`src/rtl/lf_pkg.sv`:
```
package lf_pkg;

  // Per-thread fetch progress
  typedef enum logic [1:0] {
    TS_RUN       = 2'd0,
    TS_WAIT_RTRY = 2'd1,
    TS_WAIT_RSP  = 2'd2
  } thrState_e;

  // Strobes from control to the line-buffer datapath
  typedef struct packed {
    logic issue;  // new line request: retag buffer, drop valid
    logic fill;   // accepted response: write data, set valid
  } lfStrobe_t;

endpackage

```
`src/rtl/lf_ctrl.sv`:
```
module lf_ctrl
  import lf_pkg::*;
#(
  parameter int NUM_THREADS = 2,
  parameter int ADDR_W      = 32,
  parameter int LINE_BYTES  = 16,
  parameter int REQ_TAG_W   = 3,
  localparam int THR_W      = $clog2(NUM_THREADS),
  localparam int OFF_W      = $clog2(LINE_BYTES)
) (
  input  logic                 clk,
  input  logic                 rst_n,
  input  logic                 fetchReq,
  input  logic [THR_W-1:0]     fetchThread,
  input  logic [ADDR_W-1:0]    fetchPc,
  input  logic                 intPending,
  input  logic                 squashValid,
  input  logic [THR_W-1:0]     squashThread,
  input  logic                 lineHit,
  input  logic                 memReqReady,
  input  logic                 memRetry,
  input  logic                 rspValid,
  input  logic [THR_W-1:0]     rspThread,
  input  logic [REQ_TAG_W-1:0] rspTag,
  output logic                 memReqValid,
  output logic [ADDR_W-1:0]    memReqAddr,
  output logic [THR_W-1:0]     memReqThread,
  output logic [REQ_TAG_W-1:0] memReqTag,
  output logic                 cacheBlocked,
  output logic                 rspDropped,
  output lfStrobe_t            strobe,
  output logic [THR_W-1:0]     issueThread,
  output logic [ADDR_W-1:0]    issueAddr,
  output logic [THR_W-1:0]     fillThread
);

  thrState_e             thrState [NUM_THREADS];
  logic [REQ_TAG_W-1:0]  liveTag  [NUM_THREADS];
  logic [REQ_TAG_W-1:0]  tagCnt;

  // Shared retry slot
  logic                  slotFull;
  logic [ADDR_W-1:0]     slotAddr;
  logic [THR_W-1:0]      slotThread;
  logic [REQ_TAG_W-1:0]  slotTag;

  logic [ADDR_W-1:0]     alignedPc;
  logic                  slotLive;
  logic                  resend;
  logic                  resendOk;
  logic                  newIssue;
  logic                  holdInt;
  logic                  rspAccept;
  logic                  squashFetchThr;
  logic                  squashRspThr;

  assign alignedPc      = {fetchPc[ADDR_W-1:OFF_W], {OFF_W{1'b0}}};
  assign squashFetchThr = squashValid && (squashThread == fetchThread);
  assign squashRspThr   = squashValid && (squashThread == rspThread);
  assign slotLive       = slotFull && !(squashValid && squashThread == slotThread);
  assign resend         = memRetry && cacheBlocked && slotLive;
  assign resendOk       = resend && memReqReady;
  assign holdInt        = intPending && (fetchPc[1:0] == 2'b00);

  assign newIssue = fetchReq && !lineHit && !cacheBlocked && !holdInt &&
                    (thrState[fetchThread] == TS_RUN) && !squashFetchThr;

  assign rspAccept = rspValid && (thrState[rspThread] == TS_WAIT_RSP) &&
                     (rspTag == liveTag[rspThread]) && !squashRspThr;
  assign rspDropped = rspValid && !rspAccept;

  // Port side: the resend and a new issue never coincide (issue needs !blocked)
  assign memReqValid  = resend || newIssue;
  assign memReqAddr   = resend ? slotAddr   : alignedPc;
  assign memReqThread = resend ? slotThread : fetchThread;
  assign memReqTag    = resend ? slotTag    : tagCnt;

  assign strobe.issue = newIssue;
  assign strobe.fill  = rspAccept;
  assign issueThread  = fetchThread;
  assign issueAddr    = alignedPc;
  assign fillThread   = rspThread;

  for (genvar g = 0; g < NUM_THREADS; g++) begin : g_thr
    always_ff @(posedge clk or negedge rst_n) begin
      if (!rst_n) begin
        thrState[g] <= TS_RUN;
        liveTag[g]  <= '0;
      end else if (squashValid && squashThread == THR_W'(g)) begin
        thrState[g] <= TS_RUN;
      end else if (rspAccept && rspThread == THR_W'(g)) begin
        thrState[g] <= TS_RUN;
      end else if (resendOk && slotThread == THR_W'(g)) begin
        thrState[g] <= TS_WAIT_RSP;
      end else if (newIssue && fetchThread == THR_W'(g)) begin
        thrState[g] <= memReqReady ? TS_WAIT_RSP : TS_WAIT_RTRY;
        liveTag[g]  <= tagCnt;
      end
    end
  end

  always_ff @(posedge clk or negedge rst_n) begin
    if (!rst_n) begin
      cacheBlocked <= 1'b0;
      slotFull     <= 1'b0;
      slotAddr     <= '0;
      slotThread   <= '0;
      slotTag      <= '0;
      tagCnt       <= '0;
    end else begin
      if (newIssue) begin
        tagCnt <= tagCnt + 1'b1;
      end
      if (newIssue && !memReqReady) begin
        cacheBlocked <= 1'b1;
        slotFull     <= 1'b1;
        slotAddr     <= alignedPc;
        slotThread   <= fetchThread;
        slotTag      <= tagCnt;
      end else if (resendOk) begin
        cacheBlocked <= 1'b0;
        slotFull     <= 1'b0;
      end else begin
        if (memRetry && cacheBlocked && !slotLive) begin
          cacheBlocked <= 1'b0;
        end
        if (!slotLive) begin
          slotFull <= 1'b0;
        end
      end
    end
  end

endmodule

```
`src/rtl/lf_dpath.sv`:
```
module lf_dpath
  import lf_pkg::*;
#(
  parameter int NUM_THREADS = 2,
  parameter int ADDR_W      = 32,
  parameter int LINE_BYTES  = 16,
  localparam int THR_W      = $clog2(NUM_THREADS),
  localparam int OFF_W      = $clog2(LINE_BYTES),
  localparam int DATA_W     = LINE_BYTES * 8
) (
  input  logic                   clk,
  input  logic                   rst_n,
  input  logic [THR_W-1:0]       fetchThread,
  input  logic [ADDR_W-1:0]      fetchPc,
  input  lfStrobe_t              strobe,
  input  logic [THR_W-1:0]       issueThread,
  input  logic [ADDR_W-1:0]      issueAddr,
  input  logic [THR_W-1:0]       fillThread,
  input  logic [DATA_W-1:0]      fillData,
  output logic                   lineHit,
  output logic [DATA_W-1:0]      lineData,
  output logic [NUM_THREADS-1:0] lineValid
);

  logic [ADDR_W-1:0] lineTag [NUM_THREADS];
  logic [DATA_W-1:0] lineBuf [NUM_THREADS];
  logic              lineVld [NUM_THREADS];
  logic [ADDR_W-1:0] alignedPc;

  assign alignedPc = {fetchPc[ADDR_W-1:OFF_W], {OFF_W{1'b0}}};

  for (genvar g = 0; g < NUM_THREADS; g++) begin : g_line
    always_ff @(posedge clk or negedge rst_n) begin
      if (!rst_n) begin
        lineTag[g] <= '0;
        lineBuf[g] <= '0;
        lineVld[g] <= 1'b0;
      end else if (strobe.issue && issueThread == THR_W'(g)) begin
        lineTag[g] <= issueAddr;
        lineVld[g] <= 1'b0;
      end else if (strobe.fill && fillThread == THR_W'(g)) begin
        lineBuf[g] <= fillData;
        lineVld[g] <= 1'b1;
      end
    end
    assign lineValid[g] = lineVld[g];
  end

  assign lineHit  = lineVld[fetchThread] && (lineTag[fetchThread] == alignedPc);
  assign lineData = lineBuf[fetchThread];

endmodule

```
`src/rtl/line_fetch_unit.sv`:
```
module line_fetch_unit
  import lf_pkg::*;
#(
  parameter int NUM_THREADS = 2,
  parameter int ADDR_W      = 32,
  parameter int LINE_BYTES  = 16,
  parameter int REQ_TAG_W   = 3,
  localparam int THR_W      = $clog2(NUM_THREADS),
  localparam int DATA_W     = LINE_BYTES * 8
) (
  input  logic                   clk,
  input  logic                   rst_n,
  input  logic                   fetchReq,
  input  logic [THR_W-1:0]       fetchThread,
  input  logic [ADDR_W-1:0]      fetchPc,
  input  logic                   intPending,
  input  logic                   squashValid,
  input  logic [THR_W-1:0]       squashThread,
  output logic                   memReqValid,
  output logic [ADDR_W-1:0]      memReqAddr,
  output logic [THR_W-1:0]       memReqThread,
  output logic [REQ_TAG_W-1:0]   memReqTag,
  input  logic                   memReqReady,
  input  logic                   memRetry,
  input  logic                   rspValid,
  input  logic [THR_W-1:0]       rspThread,
  input  logic [REQ_TAG_W-1:0]   rspTag,
  input  logic [DATA_W-1:0]      rspData,
  output logic                   lineHit,
  output logic [DATA_W-1:0]      lineData,
  output logic [NUM_THREADS-1:0] lineValid,
  output logic                   cacheBlocked,
  output logic                   rspDropped
);

  lfStrobe_t         strobe;
  logic [THR_W-1:0]  issueThread;
  logic [ADDR_W-1:0] issueAddr;
  logic [THR_W-1:0]  fillThread;

  lf_ctrl #(
    .NUM_THREADS(NUM_THREADS), .ADDR_W(ADDR_W),
    .LINE_BYTES(LINE_BYTES), .REQ_TAG_W(REQ_TAG_W)
  ) u_ctrl (
    .clk(clk), .rst_n(rst_n),
    .fetchReq(fetchReq), .fetchThread(fetchThread), .fetchPc(fetchPc),
    .intPending(intPending),
    .squashValid(squashValid), .squashThread(squashThread),
    .lineHit(lineHit),
    .memReqReady(memReqReady), .memRetry(memRetry),
    .rspValid(rspValid), .rspThread(rspThread), .rspTag(rspTag),
    .memReqValid(memReqValid), .memReqAddr(memReqAddr),
    .memReqThread(memReqThread), .memReqTag(memReqTag),
    .cacheBlocked(cacheBlocked), .rspDropped(rspDropped),
    .strobe(strobe), .issueThread(issueThread), .issueAddr(issueAddr),
    .fillThread(fillThread)
  );

  lf_dpath #(
    .NUM_THREADS(NUM_THREADS), .ADDR_W(ADDR_W), .LINE_BYTES(LINE_BYTES)
  ) u_dpath (
    .clk(clk), .rst_n(rst_n),
    .fetchThread(fetchThread), .fetchPc(fetchPc),
    .strobe(strobe), .issueThread(issueThread), .issueAddr(issueAddr),
    .fillThread(fillThread), .fillData(rspData),
    .lineHit(lineHit), .lineData(lineData), .lineValid(lineValid)
  );

endmodule

```
`config.mk`:
```
export PLATFORM = sky130hd
export DESIGN_NAME = line_fetch_unit
export DESIGN_NICKNAME = d
export VERILOG_FILES = /design/src/rtl/lf_pkg.sv /design/src/rtl/lf_ctrl.sv /design/src/rtl/lf_dpath.sv /design/src/rtl/line_fetch_unit.sv
export SDC_FILE = /design/constraint.sdc
export NUM_CORES = 1
export LEC_CHECK = 0
export BUFFER_PORTS_ARGS = -buffer_cell sky130_fd_sc_hd__buf_2
export CAP_MARGIN = 40
export CELL_PAD_IN_SITES_DETAIL_PLACEMENT = 0
export CELL_PAD_IN_SITES_GLOBAL_PLACEMENT = 1
export CORE_AREA = 2 2 215 174
export DETAILED_ROUTE_END_ITERATION = 10
export DIE_AREA = 0 0 217 176
export PLACE_DENSITY_LB_ADDON = 0.1
export SYNTH_ARGS = -nofsm -noshare
export SYNTH_HDL_FRONTEND = slang
export SYNTH_SLANG_ARGS = --single-unit
```
`constraint.sdc`:
```
create_clock -name clk -period 6.1 [get_ports clk]
set_clock_uncertainty 0.2 [all_clocks]
set_input_delay 0 -clock clk [delete_from_list [all_inputs] [get_ports clk]]
set_output_delay 0 -clock clk [all_outputs]
set_load 0.02 [all_outputs]
```
# Yosys cells after proc, flatten, opt, wreduce, memory -nomap -nowiden
# Index checks and enable logic that the tools add are counted.
word_totals:
  register_bits: 361
  in_bits: 174
  elab_cells: 129
  latch_bits: 0
  output_inout_bits: 170
  romBits: 0
  memories: 0
  ramBits: 0
op_classes:
  bitwise_logic: 14
  div_mod_pow: 0
  mux: 40
  add_sub_neg: 1
  n_lt_le_gt_ge: 2
  n_mul: 0
  eq_ne: 7
  reduce_logical: 49
  n_shift: 0
op_table:
  columns: ["op", "count"]
  rows:
  - ["2-to-1 mux 128 bit", 3]
  - ["2-to-1 mux 32 bit", 4]
  - ["equality test 32 bit", 1]
  - ["2-to-1 mux 2 bit", 15]
  - ["logical AND 1 bit", 28]
  - ["2-to-1 mux 1 bit", 14]
  - ["2-to-1 mux 3 bit", 4]
  - ["inverter 1 bit", 12]
  - ["logical NOT 1 bit", 9]
  - ["AND reduction 4 bit", 2]
  - ["nonzero test 4 bit", 2]
  - ["greater-or-equal comparator 2 bit, second input constant", 2]
  - ["logical NOT 2 bit", 2]
  - ["inverter 1 -> 2 bit", 2]
  - ["AND reduction 2 bit", 2]
  - ["nonzero test 2 bit", 2]
  - ["adder 3 x 1 -> 3 bit, second input constant", 1]
  - ["equality test 1 bit", 3]
  - ["equality test 3 bit", 1]
  - ["!= test 3 bit, second input constant", 1]
  - ["nonzero test 3 bit", 1]
  - ["equality test 2 bit, second input constant", 1]
  - ["logical OR 1 bit", 1]

# Depth between registers and ports, before layout
# Gate-level depths: netlist (run 1).
depth:
  ltp_word: 17
  depth_mapped: 10
  ltp_nobuf: 7

# Modules after synthesis
# Synthesis (run 1) repeated with hierarchy kept, for this count alone.
hier_totals:
  hier_cells: 1129
  area_unflattened_um2: 16936.2
modules_own_cells:
  columns: ["mod", "cells_each", "seq_area_each_um2", "area_each_um2", "instances"]
  rows:
  - ["lf_dpath", 903, 8057.7, 14042.2, 1]
  - ["lf_ctrl", 226, 1176.1, 2894.0, 1]

# Least setup slack after synthesis (run 1)
# No wires, ideal clock.
synth_path:
  kind: "reg2reg"
  start: "reg u_ctrl.thrState[0] (netlist name)"
  end: "reg u_dpath.lineBuf[156] (netlist name)"
  setup_ps: 125
  setup_slack_ps: 3717
  period_less_slack_ps: 2383
  arrival_time_ps: 2058
  n_path_buf: 3
  required_time_ps: 5775
  stages_incl_launch_ff: 9
  cell_sequence: "dfrtp_1 > a21o_1 > o32ai_1 > nand3_1 > or3_1 > clkbuf_1 > clkbuf_1 > clkbuf_1 > mux2_2"
synth_via:
  elab_chain_cells: 9
  elab_cells_between_ends: 17
  cone_classes: "1 x eq/ne; 6 x mux; 1 x bitwise; 9 x reduce/logical"
synth_rtl:
  columns: ["item", "line", "text"]
  rows:
  - ["from (decl)", "lf_ctrl.sv:37", "thrState_e thrState [NUM_THREADS];"]
  - ["from (signal, indexed assignment)", "lf_ctrl.sv:96", "thrState[g] <= memReqReady ? TS_WAIT_RSP : TS_WAIT_RTRY;"]
  - ["2-to-1 mux 2 bit, on equally long branches (3 in a row)", "lf_ctrl.sv:68, lf_ctrl.sv:66", null]
  - ["equality test 2 bit or logical NOT 2 bit (tied branches)", "lf_ctrl.sv:68, lf_ctrl.sv:66", null]
  - ["logical AND 1 bit, on equally long branches", "lf_ctrl.sv:68, lf_ctrl.sv:65", null]
  - ["logical AND 1 bit, on equally long branches", "lf_ctrl.sv:68, lf_ctrl.sv:66", null]
  - ["logical AND 1 bit, on equally long branches", "lf_ctrl.sv:69, lf_dpath.sv:38", null]
  - ["logical AND 1 bit or inverter 1 bit (tied branches)", null, null]
  - ["AND reduction 2 bit (no line) *", null, null]
  - ["to (signal, indexed assignment)", "lf_dpath.sv:42", "lineBuf[g] <= fillData;"]
  - ["to (decl)", "lf_dpath.sv:26", "logic [DATA_W-1:0] lineBuf [NUM_THREADS];"]
# Mark *: on every way between the ends. The rest lies on a longest branch, timed or not. The select of a mux whose other input is x is not followed.
# A chain may end at the register's enable or synchronous reset.

# Worst setup path in the final report (run 1)
layout_path:
  start: "in fetchThread"
  end: "reg u_ctrl.slotAddr[5]"
layout_via:
  elab_chain_cells: 13
  elab_cells_between_ends: 23
  cone_classes: "2 x eq/ne; 9 x mux; 1 x bitwise; 11 x reduce/logical"
layout_rtl:
  columns: ["item", "line", "text"]
  rows:
  - ["from (decl)", "line_fetch_unit.sv:14", "input logic [THR_W-1:0] fetchThread,"]
  - ["inverter 1 -> 2 bit (implied by the code)", "lf_ctrl.sv:66, lf_dpath.sv:49", null]
  - ["2-to-1 mux 32 bit (implied by the code) (3 in a row)", "lf_dpath.sv:49", "assign lineHit = lineVld[fetchThread] && (lineTag[fetchThread] == alignedPc);"]
  - ["equality test 32 bit", "lf_dpath.sv:49", null]
  - ["logical AND 1 bit", "lf_dpath.sv:49", null]
  - ["logical NOT 1 bit", "lf_ctrl.sv:65", "assign newIssue = fetchReq && !lineHit && !cacheBlocked && !holdInt &&"]
  - ["logical AND 1 bit (4 in a row)", "lf_ctrl.sv:65", null]
  - ["logical AND 1 bit *", "lf_ctrl.sv:66", "(thrState[fetchThread] == TS_RUN) && !squashFetchThr;"]
  - ["logical AND 1 bit *", "lf_ctrl.sv:114", "if (newIssue && !memReqReady) begin"]
  - ["to (signal assigned)", "lf_ctrl.sv:117", "slotAddr <= alignedPc;"]
  - ["to (decl)", "lf_ctrl.sv:43", "logic [ADDR_W-1:0] slotAddr;"]
# Marked as above.

==> results by group, run 1 <==
Global route
  – GRT Util Overall: 0.202
  – First-pass GRT wire length: 61500 um
  – Vias in the first global route: 11100
  – Largest net degree at the start of global routing: 169
  – Initial antenna violation count: 1
  – Total gr overflow: 0

Synth
  – Yosys warns: 0
  – Seq/Total Area, Yosys: 0.551
  – Post-synth EDFFs: 0
  – Area leader, netlist: dfrtp_1
  – Post-synth top area share: 0.551
  – Count of cell types in the netlist: between 40 and 50
  – Top_reg_cell synth: dfrtp_1
  – Mapped Area: 16400 um2
  – Leading cell types by count after synthesis: mux2_2, dfrtp_1, mux2_4, clkbuf_1
  – Area contributors post-synth: dfrtp_1, mux2_2, mux2_4, mux2_1, mux2i_1
  – Most common cell in the synthesized netlist: mux2_2
  – Gate Count Post-Synth: 1086
  – Mapped Avg Cell Area: 15.1 um2
  – Asr flop ratio synth: 1.00
  – Synth Register Bits: 361

Finish
  – Area Growth Syn to Fin: 32.1%
  – Final net count: approximately 1800
  – Layout Cells excl Fill: 2097
  – Layout cells sized above 1: 0.558
  – Antenna Cells: 0
  – Core Util, Final: 0.605

Floorplan
  – Die width: about 220 um
  – Io pins: 344
  – Die Ht: approximately 180 um
  – Site Rows: 62
  – DIE AREA: 38200 um2
  – Core area: 35800 um2
  – Initial Utilization: 0.458

Setup path
  – WP data required: ~6.3 ns
  – Critical path, cell by cell: dlygate4sd3_1, buf_6, mux2i_1, xnor2_1, nor4_1, nand4_1, o21ai_4, buf_4, mux2_2
  – Type of origin of the critical path: input pin
  – Crit path max-delay cell type: o21ai_4
  – Critical setup path kind: in2reg
  – Crit-path max FO: 61
  – CP arrival: 3.63 ns
  – Buf+Inv Stages, Crit Path: 3
  – CP top delay family: buffers and inverters
  – CP peak stage delay: 0.59 ns
  – Crit end category: flop
  – Reg-to-reg slack, setup: 2.91 ns

Power
  – Largest vdd supply drop: ~0.26 mV
  – PwrDens: between 300 and 400 nW/um2
  – Lkg Pwr: 10.8 nW
  – Comb power frac: 0.291
  – Sw frac: 0.293
  – Internal: 5.95 mW
  – Flop pwr share: 0.423
  – Sw Pwr: around 2.5 mW
  – Clock power share: 0.287

STA
  – Max Fclk: between 0.2 and 0.3 GHz
  – Slew HR: 0.334
  – Crit share post-route: 0.560
  – Final Setup Violations: 0
  – Slew at the pin with the worst max-slew slack: around 1 ns
  – Max Slew Vio Count: 0
  – Hold Fails Final Rpt: 0
  – Final min period: 3.41 ns
  – Final TNS setup: 0 ns
  – RSZ-0062 raised after global routing: false

CTS
  – Clock sink count: 361
  – Clock-pin slew on the worst setup and hold paths: 0.06 ns
  – Resize count post-CTS: 0
  – Root buf cell: clkbuf_16
  – Clock buffer depth: 3
  – TritonCTS buffer count: 39
  – Htree depth: 2
  – CTS tree: built
  – Clock Latency Late Sink: 0.52 ns

Placement
  – Final Wtd Congestion: 0.724
  – Port bufs: 337
  – Placed instance count: 1858
  – DP HPWL: 25500 um

Detailed routing
  – Drc violations: 0
  – Final wirelength: 38900 um
  – Drt via density: 5.02
  – 1st-pass router iterations: 4
  – Final ANT Viol Nets: 0
  – 1st-iter DRT viols: 439
  – DR WL/cell: 18.6 um
  – DR vias: 10500

Outcome
  – Outcome: finished clean

Run
  – Max Cap Violations: 0

Min path
  – Hold crit path type: in2reg
final timing paths:
kind / startpoint / to / cells past startpoint
worst max-delay path: fetchThread / u_ctrl.slotAddr[5] / 9
worst min-delay path: rspThread / u_dpath.lineValid[0] / 3
worst max register to register: u_ctrl.cacheBlocked / u_dpath.lineTag[21] / 6
worst min register to register: u_ctrl.slotAddr[27] / u_ctrl.slotAddr[27] / 1
max in group asynchronous: rst_n / u_dpath.lineBuf[189] / 4
min in group asynchronous: rst_n / u_dpath.lineTag[49] / 4
worst register-to-register path: stages (launching register included):
cell and delay (ns):
dfrtp_1 0.41, nand3b_1 0.24, dlygate4sd3_1 0.63, nor2b_1 0.20, nor2b_4 0.57, buf_4 0.45, mux2_1 0.38
cells by family (layout without fill, tap and decap cells):
logic type	Yosys count	count (layout)	synth area share
fa+ha+maj	1	1	0.000762
xor+xnor	36	36	0.0192
compound gates	20	20	0.00854
other cells	1	4	0.000229
buf+inv	67	595	0.0210
flops	361	361	0.551
mux	538	538	0.379
simple gates	62	62	0.0206
stage by stage:
step                total power [mW]  hold slack (ns)  setup slack, ns  instance area (um2)
CTS                             8.50           0.0213             2.68                21700
detailed placement              5.94           -0.212             2.70                18600
global route                    8.88           0.0319             2.48                21700
global placement                5.86           -0.214             2.63                18500
floorplan                       5.20           -0.496             3.72                16400
finish                          8.41           0.0348             2.69                21700
power groups by stage:
| stage | sequential, mW | clock (mW) | combinational, mW |
|---|---|---|---|
| 2_1_floorplan | 3.46 | 0 | 1.74 |
| 3_3_place_gp | 3.55 | 0 | 2.31 |
| 3_5_place_dp | 3.58 | 0 | 2.36 |
| 4_1_cts | 3.55 | 2.48 | 2.47 |
| 5_1_grt | 3.65 | 2.59 | 2.64 |
| 6_report | 3.56 | 2.41 | 2.44 |
cell type report:
class | count | area, um2
clock buffer | 58 | 1180
clock inverter | 11 | 133
fill | 2895 | 14200
inverter | 3 | 11.3
multi-input combinational | 661 | 7070
sequential | 361 | 9030
tap | 480 | 601
timing repair buffer | 523 | 3640
metal layers:
metal,up-vias,global-route usage,share of wire
met5,-,0,0
met3,52,0.0481,0.058
li1,4929,-,-
met1,5306,0.290,0.47
met2,250,0.310,0.45
met4,0,0.0511,0.019
registers in the layout, summed over array words and instances (netlist names):
| signal | flops |
|---|---|
| u_dpath.lineValid | 2 |
| u_ctrl.cacheBlocked | 1 |
| u_ctrl.tagCnt | 3 |
| u_ctrl.thrState | 4 |
| u_dpath.lineBuf | 256 |
| u_ctrl.liveTag | 6 |
| u_ctrl.slotFull | 1 |
| u_dpath.lineTag | 56 |
| u_ctrl.slotTag | 3 |
| u_ctrl.slotThread | 1 |
| u_ctrl.slotAddr | 28 |
layout by cell type (no fill, tap or decap), drive strengths merged, types with 3 or more instances in the layout:
cell	instances
o21a	3
nand2b	3
nor2	10
xnor2	30
nor2b	4
buf	354
dfrtp	361
xor2	6
mux2i	28
nand2	15
conb	4
inv	3
nor3	4
o21ai	6
dlygate4sd3	169
clkinv	7
bufinv	3
nor4	13
clkbuf	58
mux2	510
nand4	4
nand3	3
what timing repair did:
item / CTS / global route
hold buffers: 170 / 0
endpoints found under the hold margin: 651 / 0
buffers inserted: 0 / 0
No activity file was read; power rests on OpenSTA's default activity.
==> run 2: changes to the inputs <==
--- a/config.mk
+++ b/config.mk
@@ -5,13 +5,14 @@
 export SDC_FILE = /design/constraint.sdc
 export NUM_CORES = 1
 export LEC_CHECK = 0
+export ABC_AREA = 1
 export BUFFER_PORTS_ARGS = -buffer_cell sky130_fd_sc_hd__buf_2
 export CAP_MARGIN = 40
 export CELL_PAD_IN_SITES_DETAIL_PLACEMENT = 0
 export CELL_PAD_IN_SITES_GLOBAL_PLACEMENT = 1
-export CORE_AREA = 2 2 215 174
+export CORE_AREA = 2 2 230 187
 export DETAILED_ROUTE_END_ITERATION = 10
-export DIE_AREA = 0 0 217 176
+export DIE_AREA = 0 0 232 189
 export PLACE_DENSITY_LB_ADDON = 0.1
 export SYNTH_ARGS = -nofsm -noshare
 export SYNTH_HDL_FRONTEND = slang
==> constraint.sdc (replaced) <==
create_clock -name clk -period 3.42 [get_ports clk]
set_clock_uncertainty 0.2 [all_clocks]
set_input_delay 0 -clock clk [delete_from_list [all_inputs] [get_ports clk]]
set_output_delay 0 -clock clk [all_outputs]
set_load 0.02 [all_outputs]
==> run 2 against run 1 <==
Compared with the run above: utilization fell by 8.2 points; via count is 39% higher; register-to-register slack lost 2.7 ns; combinational power is 120% higher; first-iteration DRC count is 130% higher; non-clock buffer count grew 20; flip-flop and latch count unchanged; highest routed layer is now met5.
==> results by group, run 2 <==
Power
  – Sw Pwr: 6.12 mW (was 2.46 mW)
  – Lkg Pwr: 11.9 nW (was 10.8 nW)
  – Internal: 10.8 mW (was 5.95 mW)
  – Comb power frac: 0.322 (was 0.291)
  – PwrDens: 780 nW/um2 (was 388 nW/um2)
  – Clock power share: 0.246 (was 0.287)
  – Sw frac: 0.362 (was 0.293)
  – Largest vdd supply drop: 0.396 mV (was 0.259 mV)
  – Flop pwr share: 0.432 (was 0.423)

Detailed routing
  – Drt via density: 4.62 (was 5.02)
  – Final ANT Viol Nets: 0 (unchanged)
  – DR vias: 14600 (was 10500)
  – 1st-pass router iterations: 6 (was 4)
  – Final wirelength: 46500 um (was 38900 um)
  – DR WL/cell: 14.7 um (was 18.6 um)
  – 1st-iter DRT viols: 1019 (was 439)
  – Drc violations: 0 (unchanged)

Finish
  – Multi-input combinational cell area: 6050 um2 (was 7070 um2)
  – Area Growth Syn to Fin: 31.9% (was 32.1%)
  – Most common cell after layout, fill and taps aside: nand2_1 (was mux2_2)
  – Largest reg by FF count: u_dpath.lineBuf (unchanged)
  – Post-route cell area: 21700 um2 (about the same)
  – Layout Cells excl Fill: 3163 (was 2097)
  – Register Area: 9030 um2 (unchanged)
  – Layout cells sized above 1: 0.170 (was 0.558)
  – Largest regs: u_dpath.lineBuf (256), u_dpath.lineTag (56), u_ctrl.slotAddr (28) (unchanged)
  – Commonest non-fill, non-tap cells in the layout: nand2_1, dfrtp_1, o21ai_0, buf_2, inv_1 (was mux2_2, dfrtp_1, buf_2, dlygate4sd3_1, mux2_4)
  – FILL cells: 4056 (was 2895)
  – Largest register FFs: 256 (unchanged)
  – Final net count: 2754 (was 1764)

STA
  – Max Slew Vio Count: 0 (unchanged)
  – Worst hold slack: 0.0187 ns (was 0.0348 ns)
  – Hold Fails Final Rpt: 0 (unchanged)
  – Final min period: 3.25 ns
  – Slew at the pin with the worst max-slew slack: 0.873 ns (was 0.999 ns)
  – Final Setup Violations: 0 (unchanged)
  – Final TNS setup: 0 ns (unchanged)
  – Slew HR: 0.418 (was 0.334)
  – Max Fclk: 0.308 GHz
  – RSZ-0062 raised after global routing: false (unchanged)
  – Crit share post-route: 0.949

Global route
  – First-pass GRT wire length: 75500 um (was 61500 um)
  – Initial antenna violation count: 6 (was 1)
  – Largest net degree at the start of global routing: 120 (was 169)
  – Vias in the first global route: 14100 (was 11100)
  – GRT Util Overall: 0.214 (was 0.202)
  – Total gr overflow: 0 (unchanged)

Synth
  – Leading cell types by count after synthesis: nand2_1, dfrtp_1, o21ai_0, inv_1, clkbuf_1 (was mux2_2, dfrtp_1, mux2_4, clkbuf_1)
  – Area leader, netlist: dfrtp_1 (unchanged)
  – Gate Count Post-Synth: 2114 (was 1086)
  – Post-synth top area share: 0.550 (was 0.551)
  – Asr flop ratio synth: 1.00 (unchanged)
  – Mapped Area: 16400 um2 (about the same)
  – Count of cell types in the netlist: 27 (was 41)
  – Most common cell in the synthesized netlist: nand2_1 (was mux2_2)
  – Synth Register Bits: 361 (unchanged)
  – Area contributors post-synth: dfrtp_1, nand2_1, o21ai_0, inv_1, clkbuf_1 (was dfrtp_1, mux2_2, mux2_4, mux2_1, mux2i_1)
  – Yosys warns: 0 (unchanged)
  – Top_reg_cell synth: dfrtp_1 (unchanged)
  – Post-synth EDFFs: 0 (unchanged)
  – Seq/Total Area, Yosys: 0.550 (was 0.551)
  – Mapped Avg Cell Area: 7.78 um2 (was 15.1 um2)

CTS
  – CTS tree: built (unchanged)
  – Clock Latency Late Sink: 0.53 ns (was 0.52 ns)
  – Clock buffer depth: 3 (unchanged)
  – Root buf cell: clkbuf_16 (unchanged)
  – Htree depth: 2 (unchanged)
  – # Post-CTS Setup Buffers: 0 (unchanged)
  – Clock-pin slew on the worst setup and hold paths: 0.06 ns (about the same)
  – Clock sink count: 361 (unchanged)
  – TritonCTS buffer count: 40 (was 39)

Floorplan
  – DIE AREA: 43800 um2 (was 38200 um2)
  – Die width: 232 um (was 217 um)
  – Core area: 41500 um2 (was 35800 um2)
  – Initial Utilization: 0.396 (was 0.458)
  – Site Rows: 67 (was 62)
  – Io pins: 344 (unchanged)
  – Die Ht: 189 um (was 176 um)

Placement
  – Final Wtd Congestion: 0.812 (was 0.724)
  – Cell Area, Placed: 18700 um2 (was 18600 um2)
  – DP HPWL: 30300 um (was 25500 um)
  – Placed instance count: 2912 (was 1858)
  – Port bufs: 337 (unchanged)

Setup path
  – WP data required: 3.64 ns (was 6.31 ns)
  – Crit path max-delay cell type: dlygate4sd3_1 (was o21ai_4)
  – CP peak stage delay: 0.70 ns (was 0.59 ns)
  – Critical path, cell by cell: dlygate4sd3_1, buf_6, inv_4, nor2_1, nand3_1, a221oi_4, dlygate4sd3_1, nand3_2, buf_12, nand2_1, o21ai_2, dlygate4sd3_1 (was dlygate4sd3_1, buf_6, mux2i_1, xnor2_1, nor4_1, nand4_1, o21ai_4, buf_4, mux2_2)
  – Crit-path max FO: 50 (was 61)
  – Buf+Inv Stages, Crit Path: 6 (was 3)
  – CP top delay family: buffers and inverters (unchanged)
  – Type of origin of the critical path: input pin (unchanged)
  – Most used cell, CP: dlygate4sd3_1
  – Crit end category: flop (unchanged)
  – CP arrival: 3.46 ns (was 3.63 ns)
  – Critical setup path kind: in2reg (unchanged)

Outcome
  – Outcome: finished clean (unchanged)

Run
  – Max Cap Violations: 0 (unchanged)

Min path
  – Hold crit path type: in2reg (unchanged)
==> run 2: changes by cell type after synthesis, moves of 29 or more <==
cell,previous run,this run
nand2_1,15,955
mux2_2,428,0
o21ai_0,5,356
inv_1,3,199
mux2_4,52,0
nand3_1,3,45
clkbuf_1,39,75
mux2_1,30,0
xnor2_1,30,1
==> run 2: per-layer routing <==
layer  vias to the layer above  part of all wire  GRT usage  wire, um
li1                       7475                 -          -         -
met1                      6726              0.46      0.297     21600
met2                       322              0.45      0.336     21100
met3                        79             0.059     0.0494      2730
met4                         2             0.023     0.0597      1070
met5                         -           0.00028          0        13
==> run 2: timing repair <==
action | in CTS | in global routing
endpoints found under the hold margin | 610 | 0
setup endpoints to repair | 0 | 4
gates resized for setup | 0 | 1
hold buffers | 177 | 0
==> run 2: final cells by class <==
cell class                 instances  area share
sequential                       361       0.417
multi-input combinational       1430       0.279
inverter                         203      0.0352
clock inverter                    10     0.00381
clock buffer                      59      0.0537
tap                              552      0.0318
timing repair buffer             543       0.179
antenna                            5    0.000577
==> run 2: cells by family (layout without fill, tap and decap cells) <==
family          Yosys count  count (layout)  share of synthesized area
compound gates          390             390                      0.122
xor+xnor                  3               3                    0.00160
fa+ha+maj                 1               1                   0.000761
buf+inv                 326             815                     0.0845
flops                   361             361                      0.550
other cells               1               9                   0.000228
simple gates           1032            1032                      0.241
==> run 2: through the flow <==
| step | power, mW | setup WS [ns] | util |
|---|---|---|---|
| 3_3_place_gp | 12.5 | 0.699 | 0.449 |
| 4_1_cts | 17.1 | 0.132 | 0.522 |
| 2_1_floorplan | 10.8 | 1.58 | - |
| 6_report | 16.9 | 0.175 | 0.523 |
| 5_1_grt | 18.3 | 0.0191 | 0.523 |
| 3_5_place_dp | 12.7 | 0.751 | 0.450 |
==> run 2: final timing paths <==
path | from | endpoint | slack [ns] | cells after the start
max | fetchThread | u_ctrl.slotAddr[6] | 0.17 | 12
min | rspTag[2] | u_dpath.lineBuf[144] | 0.02 | 5
max reg2reg | u_ctrl.liveTag[5] | u_ctrl.thrState[2] | 0.24 | 12
min reg2reg | u_ctrl.tagCnt[2] | u_ctrl.tagCnt[2] | 0.27 | 2
max in group asynchronous | rst_n | u_dpath.lineBuf[219] | 1.57 | 4
min in group asynchronous | rst_n | u_dpath.lineBuf[20] | 0.43 | 3
==> run 2: power groups by stage <==
stage                     Combinational [mW]  Clock [mW]  Sequential (mW)
after floorplan                         3.66           0             7.14
after detailed placement                5.32           0             7.35
final                                   5.44        4.16             7.31
after global routing                    6.27        4.46             7.58
after global placement                  5.21           0             7.29
after CTS                               5.53        4.29             7.30
==> run 2: worst reg2reg max path, stage by stage, from the launching register on <==
cell and delay (ns):
dfrtp_1 0.35, or2_1 0.10, o21ai_0 0.13, nand2_1 0.09, nand3_1 0.06, dlygate4sd3_1 0.55, nor2_1 0.33, nand3_4 0.34
nand2_1 0.20, nor2_1 0.05, dlygate4sd3_1 0.55, nand2_1 0.07, nand2_1 0.05
